`config.mk`:
```
export PLATFORM = sky130hd
export DESIGN_NAME = mmct_top
export DESIGN_NICKNAME = d
export VERILOG_FILES = /design/src/rtl/mmct_pkg.sv /design/src/rtl/mmct_tick_gen.sv /design/src/rtl/mmct_core.sv /design/src/rtl/mmct_top.sv
export SDC_FILE = /design/constraint.sdc
export NUM_CORES = 1
export LEC_CHECK = 0
export BUFFER_PORTS_ARGS = -buffer_cell sky130_fd_sc_hd__clkbuf_2
export CAP_MARGIN = 40
export CORE_MARGIN = 4
export CORE_UTILIZATION = 51
export DETAILED_ROUTE_END_ITERATION = 12
export GPL_TIMING_DRIVEN = 0
export HOLD_SLACK_MARGIN = 0.12
export PLACE_DENSITY = 0.75
export SYNTH_ARGS = -nofsm -noshare
export SYNTH_HDL_FRONTEND = slang
export SYNTH_SLANG_ARGS = --single-unit
```
`constraint.sdc`:
```
create_clock -name clk -period 2.6 [get_ports clk]
set_input_delay 0.39 -clock clk [delete_from_list [all_inputs] [get_ports clk]]
set_output_delay 0.39 -clock clk [all_outputs]
set_load 0.01 [all_outputs]
```
`src/rtl/mmct_pkg.sv`:
```
package mmct_pkg;

    typedef enum logic [1:0] {
        MODE_COUNT  = 2'b00,
        MODE_SQUARE = 2'b01,
        MODE_RSVD   = 2'b10,
        MODE_PULSE  = 2'b11
    } ct_mode_e;

    typedef enum logic [3:0] {
        SRC_PIN    = 4'b0000,
        SRC_PIN16  = 4'b0001,
        SRC_DIV1   = 4'b0010,
        SRC_DIV2   = 4'b0011,
        SRC_DIV16  = 4'b0100,
        SRC_DIV32  = 4'b0101,
        SRC_DIV64  = 4'b0110,
        SRC_DIV128 = 4'b0111,
        SRC_TXA    = 4'b1000,
        SRC_TXB    = 4'b1001,
        SRC_RSV_A  = 4'b1010,
        SRC_RSV_B  = 4'b1011,
        SRC_RXA    = 4'b1100,
        SRC_RXB    = 4'b1101,
        SRC_RSV_E  = 4'b1110,
        SRC_RSV_F  = 4'b1111
    } ct_src_e;

    typedef struct packed {
        ct_mode_e mode;
        ct_src_e  src;
    } ct_cfg_t;

    // Low-bit mask of the prescaler that must be all ones for a divided tick.
    function automatic logic [6:0] div_mask(ct_src_e s);
        case (s)
            SRC_DIV2:   return 7'h01;
            SRC_DIV16:  return 7'h0F;
            SRC_DIV32:  return 7'h1F;
            SRC_DIV64:  return 7'h3F;
            SRC_DIV128: return 7'h7F;
            default:    return 7'h00;
        endcase
    endfunction

    function automatic logic src_reserved(ct_src_e s);
        return (s == SRC_RSV_A) || (s == SRC_RSV_B) ||
               (s == SRC_RSV_E) || (s == SRC_RSV_F);
    endfunction

endpackage

```
`src/rtl/mmct_tick_gen.sv`:
```
module mmct_tick_gen
    import mmct_pkg::*;
#(
    parameter int PRE_W       = 7,
    parameter int EXT_DIV_W   = 4,
    parameter int SYNC_STAGES = 2
) (
    input  logic    clk,
    input  logic    rst,
    input  ct_src_e src,
    input  logic    ext_pin,
    input  logic    tx_a,
    input  logic    tx_b,
    input  logic    rx_a,
    input  logic    rx_b,
    output logic    tick
);
    localparam int SYNC_LEN = SYNC_STAGES + 1;

    logic [PRE_W-1:0]     pre_q;
    logic [SYNC_LEN-1:0]  sync_q;
    logic [EXT_DIV_W-1:0] ext_div_q;
    logic                 pin_edge;
    logic                 pin_div_tick;
    logic [PRE_W-1:0]     mask;
    logic                 div_tick;

    // Free-running prescaler shared by all divided sources.
    always_ff @(posedge clk) begin
        if (rst) pre_q <= '0;
        else     pre_q <= pre_q + 1'b1;
    end

    // Synchronizer chain for the external pin plus one stage for edge detect.
    always_ff @(posedge clk) begin
        if (rst) sync_q[0] <= 1'b0;
        else     sync_q[0] <= ext_pin;
    end

    for (genvar g = 1; g < SYNC_LEN; g++) begin : g_sync
        always_ff @(posedge clk) begin
            if (rst) sync_q[g] <= 1'b0;
            else     sync_q[g] <= sync_q[g-1];
        end
    end

    assign pin_edge = sync_q[SYNC_LEN-2] & ~sync_q[SYNC_LEN-1];

    always_ff @(posedge clk) begin
        if (rst)           ext_div_q <= '0;
        else if (pin_edge) ext_div_q <= ext_div_q + 1'b1;
    end

    assign pin_div_tick = pin_edge & (&ext_div_q);
    assign mask         = PRE_W'(div_mask(src));
    assign div_tick     = ((pre_q & mask) == mask);

    always_comb begin
        case (src)
            SRC_PIN:    tick = pin_edge;
            SRC_PIN16:  tick = pin_div_tick;
            SRC_DIV1, SRC_DIV2, SRC_DIV16,
            SRC_DIV32, SRC_DIV64, SRC_DIV128:
                        tick = div_tick;
            SRC_TXA:    tick = tx_a;
            SRC_TXB:    tick = tx_b;
            SRC_RXA:    tick = rx_a;
            SRC_RXB:    tick = rx_b;
            default:    tick = 1'b0;
        endcase
    end

endmodule

```
`src/rtl/mmct_core.sv`:
```
module mmct_core
    import mmct_pkg::*;
#(
    parameter int CNT_W = 16
) (
    input  logic             clk,
    input  logic             rst,
    input  logic             tick,
    input  logic             start,
    input  logic             stop,
    input  ct_mode_e         mode,
    input  logic [CNT_W-1:0] preset,
    output logic [CNT_W-1:0] cnt,
    output logic             run,
    output logic             out
);
    localparam logic [CNT_W-1:0] ONE = CNT_W'(1);

    logic [CNT_W-1:0] cnt_q;
    logic [CNT_W-1:0] dec;
    logic             run_q;
    logic             out_q;
    logic             expire;

    assign dec    = cnt_q - ONE;
    assign expire = (cnt_q == ONE);

    always_ff @(posedge clk) begin
        if (rst) begin
            cnt_q <= '0;
            run_q <= 1'b0;
            out_q <= 1'b0;
        end else if (start) begin
            cnt_q <= preset;
            run_q <= 1'b1;
            out_q <= 1'b0;
        end else if (stop) begin
            run_q <= 1'b0;
            if (mode != MODE_SQUARE) out_q <= 1'b0;
        end else if (run_q && tick) begin
            case (mode)
                MODE_COUNT: begin
                    cnt_q <= dec;
                    out_q <= expire;
                    if (expire) run_q <= 1'b0;
                end
                MODE_SQUARE: begin
                    if (expire) begin
                        cnt_q <= preset;
                        out_q <= ~out_q;
                    end else begin
                        cnt_q <= dec;
                    end
                end
                MODE_PULSE: begin
                    cnt_q <= expire ? preset : dec;
                    out_q <= expire;
                end
                default: out_q <= 1'b0;
            endcase
        end else if (mode == MODE_COUNT || mode == MODE_RSVD) begin
            out_q <= 1'b0;
        end
    end

    assign cnt = cnt_q;
    assign run = run_q;
    assign out = out_q;

endmodule

```
`src/rtl/mmct_top.sv`:
```
module mmct_top
    import mmct_pkg::*;
#(
    parameter int BYTE_W      = 8,
    parameter int PRE_W       = 7,
    parameter int EXT_DIV_W   = 4,
    parameter int SYNC_STAGES = 2
) (
    input  logic              clk,
    input  logic              rst,
    input  logic              cfg_we,
    input  logic [1:0]        cfg_mode,
    input  logic [3:0]        cfg_src,
    input  logic [1:0]        legacy_mode,
    input  logic [3:0]        legacy_src,
    input  logic              preset_hi_we,
    input  logic              preset_lo_we,
    input  logic [BYTE_W-1:0] preset_byte,
    input  logic              start,
    input  logic              stop,
    input  logic              ext_pin,
    input  logic              tx1x_a,
    input  logic              tx1x_b,
    input  logic              rx_load_a,
    input  logic              rx_load_b,
    input  logic              rd_upper,
    output logic [BYTE_W-1:0] rd_byte,
    output logic              ct_out
);
    localparam int CNT_W = 2 * BYTE_W;

    ct_cfg_t          cfg_q;
    logic             own_q;
    logic [CNT_W-1:0] preset_q;
    ct_mode_e         eff_mode;
    ct_src_e          eff_src;
    logic             tick;
    logic [CNT_W-1:0] cnt;
    logic             run;

    always_ff @(posedge clk) begin
        if (rst) begin
            cfg_q <= '{mode: MODE_COUNT, src: SRC_PIN};
            own_q <= 1'b0;
        end else if (cfg_we) begin
            cfg_q <= '{mode: ct_mode_e'(cfg_mode), src: ct_src_e'(cfg_src)};
            own_q <= 1'b1;
        end
    end

    always_ff @(posedge clk) begin
        if (rst) begin
            preset_q <= '0;
        end else begin
            if (preset_hi_we) preset_q[CNT_W-1:BYTE_W] <= preset_byte;
            if (preset_lo_we) preset_q[BYTE_W-1:0]     <= preset_byte;
        end
    end

    assign eff_mode = own_q ? cfg_q.mode : ct_mode_e'(legacy_mode);
    assign eff_src  = own_q ? cfg_q.src  : ct_src_e'(legacy_src);

    mmct_tick_gen #(
        .PRE_W      (PRE_W),
        .EXT_DIV_W  (EXT_DIV_W),
        .SYNC_STAGES(SYNC_STAGES)
    ) u_tick (
        .clk    (clk),
        .rst    (rst),
        .src    (eff_src),
        .ext_pin(ext_pin),
        .tx_a   (tx1x_a),
        .tx_b   (tx1x_b),
        .rx_a   (rx_load_a),
        .rx_b   (rx_load_b),
        .tick   (tick)
    );

    mmct_core #(
        .CNT_W(CNT_W)
    ) u_core (
        .clk   (clk),
        .rst   (rst),
        .tick  (tick),
        .start (start),
        .stop  (stop),
        .mode  (eff_mode),
        .preset(preset_q),
        .cnt   (cnt),
        .run   (run),
        .out   (ct_out)
    );

    assign rd_byte = rd_upper ? cnt[CNT_W-1:BYTE_W] : cnt[BYTE_W-1:0];

endmodule

```
## After elaboration in Yosys (flattened, before gate mapping)

Index checks and enable logic that the tools add are counted.

- Bits in registers: 55
- Output and inout port bits: 9

- Add/sub/neg operators: 3
- Equality and inequality tests: 20
- Mux-type cells: 21
- Bitwise operators: 5
- Reduce and logical (&&, ||, !) cells: 18

Operator list:

| kind | count |
|---|---|
| two-way mux 16 bit | 4 |
| one-hot mux 7 bit (5 select lines) | 1 |
| one-hot mux 16 bit (2 select lines) | 1 |
| equality test 16 x 1 -> 1 bit, second input constant | 1 |
| equality test 4 x 3 -> 1 bit, second input constant | 4 |
| equality test 4 bit, second input constant | 4 |
| subtractor 16 x 1 -> 16 bit, second input constant | 1 |
| nonzero test 3 bit | 5 |
| two-way mux 1 bit | 10 |
| AND reduction 3 bit | 3 |
| equality test 4 x 2 -> 1 bit, second input constant | 2 |
| two-way mux 8 bit | 1 |
| adder 7 x 1 -> 7 bit, second input constant | 1 |
| bitwise AND 7 bit | 1 |
| equality test 7 bit | 1 |
| one-hot mux 1 bit (7 select lines) | 1 |
| OR reduction 2 bit | 3 |
| OR reduction 6 bit | 1 |
| adder 4 x 1 -> 4 bit, second input constant | 1 |
| equality test 2 bit, second input constant | 2 |
| equality test 4 x 1 -> 1 bit, second input constant | 1 |
| zero test 4 bit | 1 |
| two-way mux 4 bit | 1 |
| != test 2 x 1 -> 1 bit, second input constant | 2 |
| 12 further kinds | 14 |

## Logic depth before layout (Yosys ltp)

Gate-level depths: netlist of run 1.

- Depth after elaboration: 10
- Mapped depth: 10
- Depth with buffers taken out: 8

## Modules after synthesis

From an unflattened synthesis of run 1, not the netlist that was laid out.

- Cells, all modules: 321
- Area, all modules: 2,965.3 µm²

By module, submodules not included:

| module | times used | cells an instance | area an instance (µm²) |
|---|---|---|---|
| mmct_core | 1 | 163 | 1,283.7 |
| mmct_top | 1 | 90 | 1,043.5 |
| mmct_tick_gen | 1 | 68 | 638.1 |

## Worst setup path before layout of run 1

Ideal clock, no wire load.

- Path kind: register -> register
- Start: register own_q
- End: register u_core.cnt_q[8] (netlist: u_core.cnt[8])
- Library setup time: 132 ps
- Data arrival time: 2,312 ps
- Data required time: 2,468 ps
- Slack: 155 ps
- Cell stages (with the launch flop): 11
- Path buffers: 3
- Cells stage by stage: dfxtp_1 buf_2 buf_1 mux2i_1 ha_1 nor2_1 or3_1 clkbuf_1 or3_1 o211ai_1 a31oi_1

- Cells in the longest elaborated chain, start to end: 9
- Elaborated cells on any way between the ends: 31

RTL lines:

| element | RTL line | RTL |
|---|---|---|
| from (decl) | mmct_top.sv:33 | `logic own_q;` |
| from (signal assigned) | mmct_top.sv:44 | `own_q <= 1'b0;` |
| from (signal assigned) | mmct_top.sv:47 | `own_q <= 1'b1;` |
| two-way mux 4 bit | mmct_top.sv:61 | `assign eff_src = own_q ? cfg_q.src : ct_src_e'(legacy_src);` |
| equality test 4 x 3 -> 1 bit or equality test 4 x 2 -> 1 bit (tied branches) | mmct_pkg.sv:36, mmct_tick_gen.sv:59 |  |
| one-hot mux 7 bit (5 select lines) | mmct_pkg.sv:36 | `case (s)` |
| bitwise AND 7 bit | mmct_tick_gen.sv:56 | `assign div_tick = ((pre_q & mask) == mask);` |
| equality test 7 bit | mmct_tick_gen.sv:56 |  |
| one-hot mux 1 bit (7 select lines) | mmct_tick_gen.sv:59 | `case (src)` |
| logical AND 1 bit | mmct_core.sv:40 | `end else if (run_q && tick) begin` |
| nonzero test 2 bit (no source line) | - |  |
| AND reduction 3 bit (no source line) | - |  |
| to (signal assigned) | mmct_core.sv:34 | `cnt_q <= preset;` |
| to (signal assigned) | mmct_core.sv:49 | `cnt_q <= preset;` |
| to (signal assigned) | mmct_core.sv:56 | `cnt_q <= expire ? preset : dec;` |
| to (decl) | mmct_core.sv:19 | `logic [CNT_W-1:0] cnt_q;` |

Several ways; a longest one is shown, not always the timed one. The select of a mux whose other input is x is not followed.
A chain may end at the register's enable or synchronous reset.

## Worst setup path in the final report of run 1

- Start: register u_core.cnt_q[0] (netlist: u_core.cnt[0])
- End: register u_core.cnt_q[12] (netlist: u_core.cnt[12])

- Cells in the longest elaborated chain, start to end: 6
- Elaborated cells on any way between the ends: 7

RTL lines:

| element | RTL line | RTL |
|---|---|---|
| subtractor 16 x 1 -> 16 bit or equality test 16 x 1 -> 1 bit (tied branches) | mmct_core.sv:25, mmct_core.sv:26 |  |
| two-way mux 16 bit | mmct_core.sv:48, mmct_core.sv:56 |  |
| one-hot mux 16 bit (2 select lines) * | mmct_core.sv:41 | `case (mode)` |
| two-way mux 16 bit * | mmct_core.sv:40 |  |
| two-way mux 16 bit * | mmct_core.sv:37 | `end else if (stop) begin` |
| two-way mux 16 bit * | mmct_core.sv:33 | `end else if (start) begin` |

Every way passes the cells marked *; elsewhere a longest branch is shown, timed or not. The select of a mux whose other input is x is not followed.

==> summary.md, run 1 <==
| Metric | Value |
|---|---|
| GR Util All Layers | 0.250 |
| Ports | 42 |
| Die height | between 80 and 90 um |
| Synth cell types | 50 |
| # rows | 28 |
| Worst slew margin relative to its limit | 0.604 |
| Worst hold slack | between 0.2 and 0.3 ns |
| Slowest CP cell | or4b_4 |
| Finished Cell Area | 3630 sq um |
| Ys Warns | 0 |
| CORE AREA | a little under 6000 sq um |
| Worst path cell trace | inv_6 > ha_4 > or4b_4 > buf_6 > or3_4 > a211oi_4 > a32oi_1 > or3_1 > a31oi_1 |
| Via density | 6.24 |
| Final nets | 455 |
| Worst-margin pin slew | approximately 0.6 ns |
| Syn avg cell area | between 8 and 9 sq um |
| Crit path required time | approximately 2.9 ns |
| Port bufs | 36 |
| Grt ovf | 0 |
| Wire per inst | ~18 um |
| Clock buffer depth | 2 |
| HPWL Detailed | around 6400 um |
| CP Launch Type | flip-flop |
| H-tree depth | 2 |
| Placed Area | 3360 sq um |
| CP endpoint kind | flip-flop |
| Share of cells above drive strength 1 | 0.204 |
| Fin. Hold Viols | 0 |
| Critical Path AT | ~2.8 ns |
| Clk slew on worst S/H paths | between 0.1 and 0.15 ns |
| Post-route insts no fill | a little under 500 |
| Worst Skew | between 0.009 and 0.01 ns |
| # setup viols final | 0 |
| FMAX | 399 MHz |
| Initial DRC count | between 300 and 400 |
| Pins Over Slew Limit | 0 |
| Unrepaired setup endpoints after global routing | yes |
| Cell Area, Synth | about 3000 sq um |
| Worst skew pair latency | 0.32 ns |
| Post-synthesis sequential area ratio | 0.357 |
| Setup slack after layout | roughly 0.09 ns |
| Die width | 85.8 um |
| Final Cycle Share | 0.965 |
| P_leak | roughly 1.4 nW |
| Post-DRT Antenna Nets | 0 |
| Dpl ws | -0.202 ns |
| CTS root buf | clkbuf_8 |
| Primary FF master, synth | dfxtp_1 |
| Area Growth Syn to Fin | 17.9% |
| Clk sinks | 55 |
| CTS Hold Bufs | 0 |
| Max incr delay on CP | 0.45 ns |
| Max Cap Viol | 0 |
| Cell Pwr Density | approximately 530 nW/um^2 |
| Vias in the first global route | between 2000 and 3000 |
| Die area | between 7000 and 8000 sq um |
| Crit Path Max Fanout | 7 |
| Overall power | approximately 1.9 mW |
| First-pass GRT wire length | ~15000 um |
| Worst hold path class | in2reg |
| Outcome | completed |
| Post-synth EDFFs | 0 |
| Post-Route WL | about 9100 um |
| Residual DRC | 0 |
| Crit Path Category | reg2reg |
| Starting Density | 0.524 |
| DR pass1 iterations | 5 |
| Maximum vdd ir drop | between 200 and 300 uV |
| Post-route core utilization | 0.617 |
| Largest net degree at the start of global routing | 21 |
| Detailed-route via count | between 3000 and 4000 |
| Async S/R FF share, synth | 0 |
| CTS tree | done |
| Post-synthesis net count | between 400 and 500 |
| Bufs and invs on worst path | 2 |
| CTS buffer count | 5 |
| GPL Wtd Cong | between 0.9 and 1 |
| Post-Syn Instances | 369 |
| Min Clock Period, post-route | approximately 2.5 ns |
| Seq cells post-synth | 55 |
| CP delay by family, top | simple AND/OR/NAND/NOR gates |
| Initial antenna violation count | 0 |
| ANT cells | 0 |
| Placed insts | 480 |
| Final setup TNS | 0 ns |
-- report_power, final --
part / switching [mW] / total [mW] / internal (mW)
Sequential: 0.0481 / 0.932 / 0.884
Combinational: 0.263 / 0.473 / 0.210
Clock: 0.325 / 0.531 / 0.205
-- placed cells by master (no fill, tap or decap), types with 3 or more instances in the layout --
| cell type | instances |
|---|---|
| clkbuf_4 | 4 |
| o21ai_0 | 11 |
| inv_1 | 9 |
| nor2_1 | 54 |
| xnor2_1 | 5 |
| a211oi_1 | 3 |
| mux2_2 | 8 |
| buf_1 | 3 |
| or3_1 | 4 |
| a32o_1 | 8 |
| ha_1 | 6 |
| nor2b_1 | 8 |
| nor4_1 | 5 |
| dfxtp_1 | 53 |
| or3_4 | 3 |
| a31oi_1 | 15 |
| clkbuf_2 | 39 |
| a21oi_1 | 10 |
| or4_1 | 3 |
| o311ai_0 | 3 |
| nand2_1 | 23 |
| clkbuf_1 | 13 |
| nor3_1 | 10 |
| xor2_1 | 4 |
| o211ai_1 | 9 |
| a22o_1 | 3 |
| o311ai_1 | 4 |
| clkbuf_8 | 5 |
| nand3_1 | 18 |
| inv_6 | 3 |
| mux2i_1 | 28 |
| buf_4 | 4 |
-- cells by family after synthesis --
logic type | synth area share
xor+xnor | 0.0256
simple gates | 0.213
compound gates | 0.196
mux | 0.131
buf+inv | 0.0495
flops | 0.357
fa+ha+maj | 0.0284
-- final timing paths --
kind                          startpoint                          end  slack, ns  depth (start not counted)
min reg2reg  u_tick.sync_q[0]$_SDFF_PP0_  u_tick.sync_q[1]$_SDFF_PP0_       0.46                          1
min                              ext_pin  u_tick.sync_q[0]$_SDFF_PP0_       0.27                          2
max           u_core.cnt[0]$_SDFFE_PP0P_  u_core.cnt[12]$_SDFFE_PP0P_       0.09                          9
max reg2reg   u_core.cnt[0]$_SDFFE_PP0P_  u_core.cnt[12]$_SDFFE_PP0P_       0.09                          9
-- final cells by class --
class | count | area (sq um)
plain buffers | 26 | 129
clock buffers | 5 | 68.8
clock inverters | 3 | 33.8
fillers | 534 | 2250
inverters | 12 | 50.0
multi-input cells | 275 | 1930
flip-flops and latches | 55 | 1110
well taps | 75 | 93.8
repair buffers | 40 | 223
-- layer usage --
metal,share of wire,track usage,vias to the layer above
li1,-,-,1447
met1,0.42,0.329,1447
met2,0.48,0.422,142
met3,0.074,0.0384,26
met4,0.028,0.0763,0
met5,0,0,-
-- Yosys cell counts (all sizes together), types with 2 or more instances --
cell type / instances / area [sq um]
dfxtp: 55 / 1100
nor2: 55 / 206
mux2i: 31 / 314
nand2: 23 / 86.3
clkbuf: 18 / 67.6
nand3: 18 / 90.1
a31oi: 15 / 93.8
o21ai: 12 / 63.8
inv: 11 / 41.3
a21oi: 10 / 50.1
nor3: 10 / 50.1
buf: 9 / 40.0
o211ai: 9 / 67.6
a32o: 8 / 80.1
mux2: 8 / 90.1
nor2b: 8 / 50.1
ha: 7 / 87.6
o311ai: 7 / 61.3
or3: 7 / 43.8
a211oi: 5 / 47.5
nor4: 5 / 31.3
xnor2: 5 / 43.8
xor2: 4 / 35.0
a22o: 3 / 26.3
or4: 3 / 22.5
and3: 2 / 12.5
nand2b: 2 / 12.5
nand4: 2 / 12.5
-- sequential cells by signal, summed over array words and instances, names as in the netlist --
name / count
u_tick.ext_div_q: 4
own_q: 1
u_core.out: 1
u_tick.pre_q: 7
u_core.cnt: 16
u_core.run: 1
u_tick.sync_q: 3
preset_q: 16
cfg_q: 6
-- repair_timing --
action / 4_1_cts / 5_1_grt
gates resized for setup: 7 / 35
setup buffers: 1 / 3
pin swaps: 1 / 5
endpoints found under the setup margin: 13 / 18
Note: power is estimated with default switching activity, not from simulation.
==> run 2, diff against run 1 <==
--- a/config.mk
+++ b/config.mk
@@ -7,12 +7,14 @@
 export LEC_CHECK = 0
 export BUFFER_PORTS_ARGS = -buffer_cell sky130_fd_sc_hd__clkbuf_2
 export CAP_MARGIN = 40
+export CELL_PAD_IN_SITES_DETAIL_PLACEMENT = 0
+export CELL_PAD_IN_SITES_GLOBAL_PLACEMENT = 2
 export CORE_MARGIN = 4
-export CORE_UTILIZATION = 51
+export CORE_UTILIZATION = 31
 export DETAILED_ROUTE_END_ITERATION = 12
 export GPL_TIMING_DRIVEN = 0
 export HOLD_SLACK_MARGIN = 0.12
-export PLACE_DENSITY = 0.75
+export PLACE_DENSITY_LB_ADDON = 0.1
 export SYNTH_ARGS = -nofsm -noshare
 export SYNTH_HDL_FRONTEND = slang
 export SYNTH_SLANG_ARGS = --single-unit
==> run 2 against run 1 <==
  * Maximum frequency is 1.5% higher
  * Non-clock buffer count is 2 higher
  * Combinational power hardly changed
  * Sequential share of layout area is 0.61 points lower
  * Critical path type unchanged
  * Critical endpoint is now u_core.cnt[8]$_SDFFE_PP0P_
  * Largest power group unchanged
==> summary.md, run 2 (synthesis results as in run 1) <==
| Metric | Value |
|---|---|
| Detailed-route via count | 2947 (was 3062) |
| CTS root buf | clkbuf_8 (unchanged) |
| Via density | 5.35 (was 6.24) |
| Clk sinks | 55 (unchanged) |
| GPL Wtd Cong | 0.923 (was 0.959) |
| Die area | 11600 sq um (was 7350 sq um) |
| Placed Area | 3430 sq um (was 3360 sq um) |
| Crit path required time | 2.84 ns (was 2.85 ns) |
| # rows | 36 (was 28) |
| Grt ovf | 0 (unchanged) |
| HPWL Detailed | 7250 um (was 6450 um) |
| Outcome | completed (unchanged) |
| Clk slew on worst S/H paths | 0.10 ns (was 0.12 ns) |
| Worst-margin pin slew | 0.695 ns (was 0.594 ns) |
| Die width | 108 um (was 85.8 um) |
| R2R Setup Slk | 0.13 ns (was 0.09 ns) |
| Worst hold path class | in2reg (unchanged) |
| Worst slew margin relative to its limit | 0.537 (was 0.604) |
| CORE AREA | 9730 sq um (was 5890 sq um) |
| Unrepaired setup endpoints after global routing | no (was yes) |
| Share of cells above drive strength 1 | 0.203 (was 0.204) |
| Crit Path Max Fanout | 7 (unchanged) |
| Commonest non-fill, non-tap cell in the layout | nor2_1 (unchanged) |
| Post-Route WL | 9860 um (was 9060 um) |
| Final setup TNS | 0 ns (unchanged) |
| FMAX | 405 MHz (was 399 MHz) |
| CP endpoint kind | flip-flop (unchanged) |
| Die height | 108 um (was 85.8 um) |
| Post-DRT Antenna Nets | 0 (unchanged) |
| DR pass1 iterations | 5 (unchanged) |
| Port bufs | 36 (unchanged) |
| H-tree depth | 2 (unchanged) |
| Clock buffer depth | 2 (unchanged) |
| WHS Endpoint | u_tick.sync_q[0]$_SDFF_PP0_ (unchanged) |
| Hold Path Origin | ext_pin (unchanged) |
| Pins Over Slew Limit | 0 (unchanged) |
| Hold depth | 2 (unchanged) |
| CTS tree | done (unchanged) |
| Max Cap Viol | 0 (unchanged) |
| CTS buffer count | 5 (unchanged) |
| Finished Cell Area | 3710 sq um (was 3630 sq um) |
| Critical Path AT | 2.71 ns (was 2.76 ns) |
| Most frequent cells in the layout | nor2_1, dfxtp_1, clkbuf_2 (unchanged) |
| Vias in the first global route | 2950 (was 2908) |
| Register-to-Register Path Depth | 10 (was 9) |
| GR Util All Layers | 0.176 (was 0.250) |
| Worst R2R Start | u_core.cnt[0]$_SDFFE_PP0P_ (unchanged) |
| # setup viols final | 0 (unchanged) |
| First-pass GRT wire length | 15900 um (was 14600 um) |
| Initial antenna violation count | 0 (unchanged) |
| P_leak | 1.45 nW (was 1.44 nW) |
| Largest net degree at the start of global routing | 17 (was 21) |
| Cell Pwr Density | 540 nW/um^2 (was 533 nW/um^2) |
| Worst Skew | 0.00690 ns (was 0.00950 ns) |
| CP Launch Type | flip-flop (unchanged) |
| Area Growth Syn to Fin | 20.3% (was 17.9%) |
| # fillers | 1042 (was 534) |
| Maximum vdd ir drop | 223 uV (was 254 uV) |
| Worst skew pair latency | 0.31 ns (was 0.32 ns) |
| Final nets | 457 (was 455) |
| Initial DRC count | 148 (was 317) |
| Crit Path Category | reg2reg (unchanged) |
| Fin. Hold Viols | 0 (unchanged) |
| CTS Hold Bufs | 0 (unchanged) |
| Starting Density | 0.317 (was 0.524) |
| Wire per inst | 17.9 um (was 18.5 um) |
| R2R Path End | u_core.cnt[8]$_SDFFE_PP0P_ (was u_core.cnt[12]$_SDFFE_PP0P_) |
| Ports | 42 (unchanged) |
| Min Clock Period, post-route | 2.47 ns (was 2.51 ns) |
| ANT cells | 0 (unchanged) |
| Final Cycle Share | 0.950 (was 0.965) |
| Residual DRC | 0 (unchanged) |
-- run 2: routing by layer --
metal  wire, um  GRT usage
met1       4410      0.226
met2       4750      0.298
met3        464     0.0306
met4        227     0.0595
met5          0          0
-- run 2: critical path: stages (launching register included) --
cell and delay [ns]:
dfxtp_4 0.37, inv_4 0.07, ha_4 0.15, or4b_1 0.42
buf_4 0.17, or3_4 0.34, a211oi_4 0.26, buf_6 0.14
a21oi_1 0.03, or3_1 0.32, a31oi_1 0.12
-- run 2: final cells by class --
cell class	count	area [sq um]	area share
timing repair buffer	42	229	0.0618
clock buffer	6	82.6	0.0223
buffer	26	124	0.0334
multi-input combinational	275	1920	0.517
sequential	55	1110	0.298
inverter	12	47.5	0.0128
clock inverter	2	35.0	0.00945
tap	133	166	0.0449
-- run 2: through the flow --
stage	setup WS (ns)	total power [mW]	hold slack, ns	utilization	cells
finish	0.130	2.00	0.286	0.381	551
global route	0.00188	2.12	0.279	0.381	551
CTS	0.000781	1.99	0.278	0.369	546
detailed placement	-0.306	1.36	0.428	0.352	538
global placement	-0.292	1.37	0.417	0.352	538
floorplan	0.155	1.23	0.414	-	369
-- run 2: repair_timing --
item,in CTS,in global routing
setup endpoints to repair,14,18
pin swaps,2,4
gates cloned,0,0
buffers inserted,1,5
gates resized for setup,9,25
-- run 2: where the power goes --
part / internal, mW / switching (mW)
sequential: 0.883 / 0.0436
combinational: 0.206 / 0.264
clock: 0.313 / 0.293
total: 1.40 / 0.601
-- run 2: worst max path at each step --
stage	start	endpoint	slack, ns	depth (start not counted)
floorplan	own_q$_SDFFE_PP0P_	u_core.cnt[8]$_SDFFE_PP0P_	0.16	10
global placement	own_q$_SDFFE_PP0P_	u_core.cnt[5]$_SDFFE_PP0P_	-0.29	10
detailed placement	own_q$_SDFFE_PP0P_	u_core.cnt[5]$_SDFFE_PP0P_	-0.31	10
CTS	own_q$_SDFFE_PP0P_	u_core.cnt[14]$_SDFFE_PP0P_	0.0008	9
global route	u_core.cnt[1]$_SDFFE_PP0P_	u_core.cnt[8]$_SDFFE_PP0P_	0.002	10
finish	u_core.cnt[0]$_SDFFE_PP0P_	u_core.cnt[8]$_SDFFE_PP0P_	0.13	10
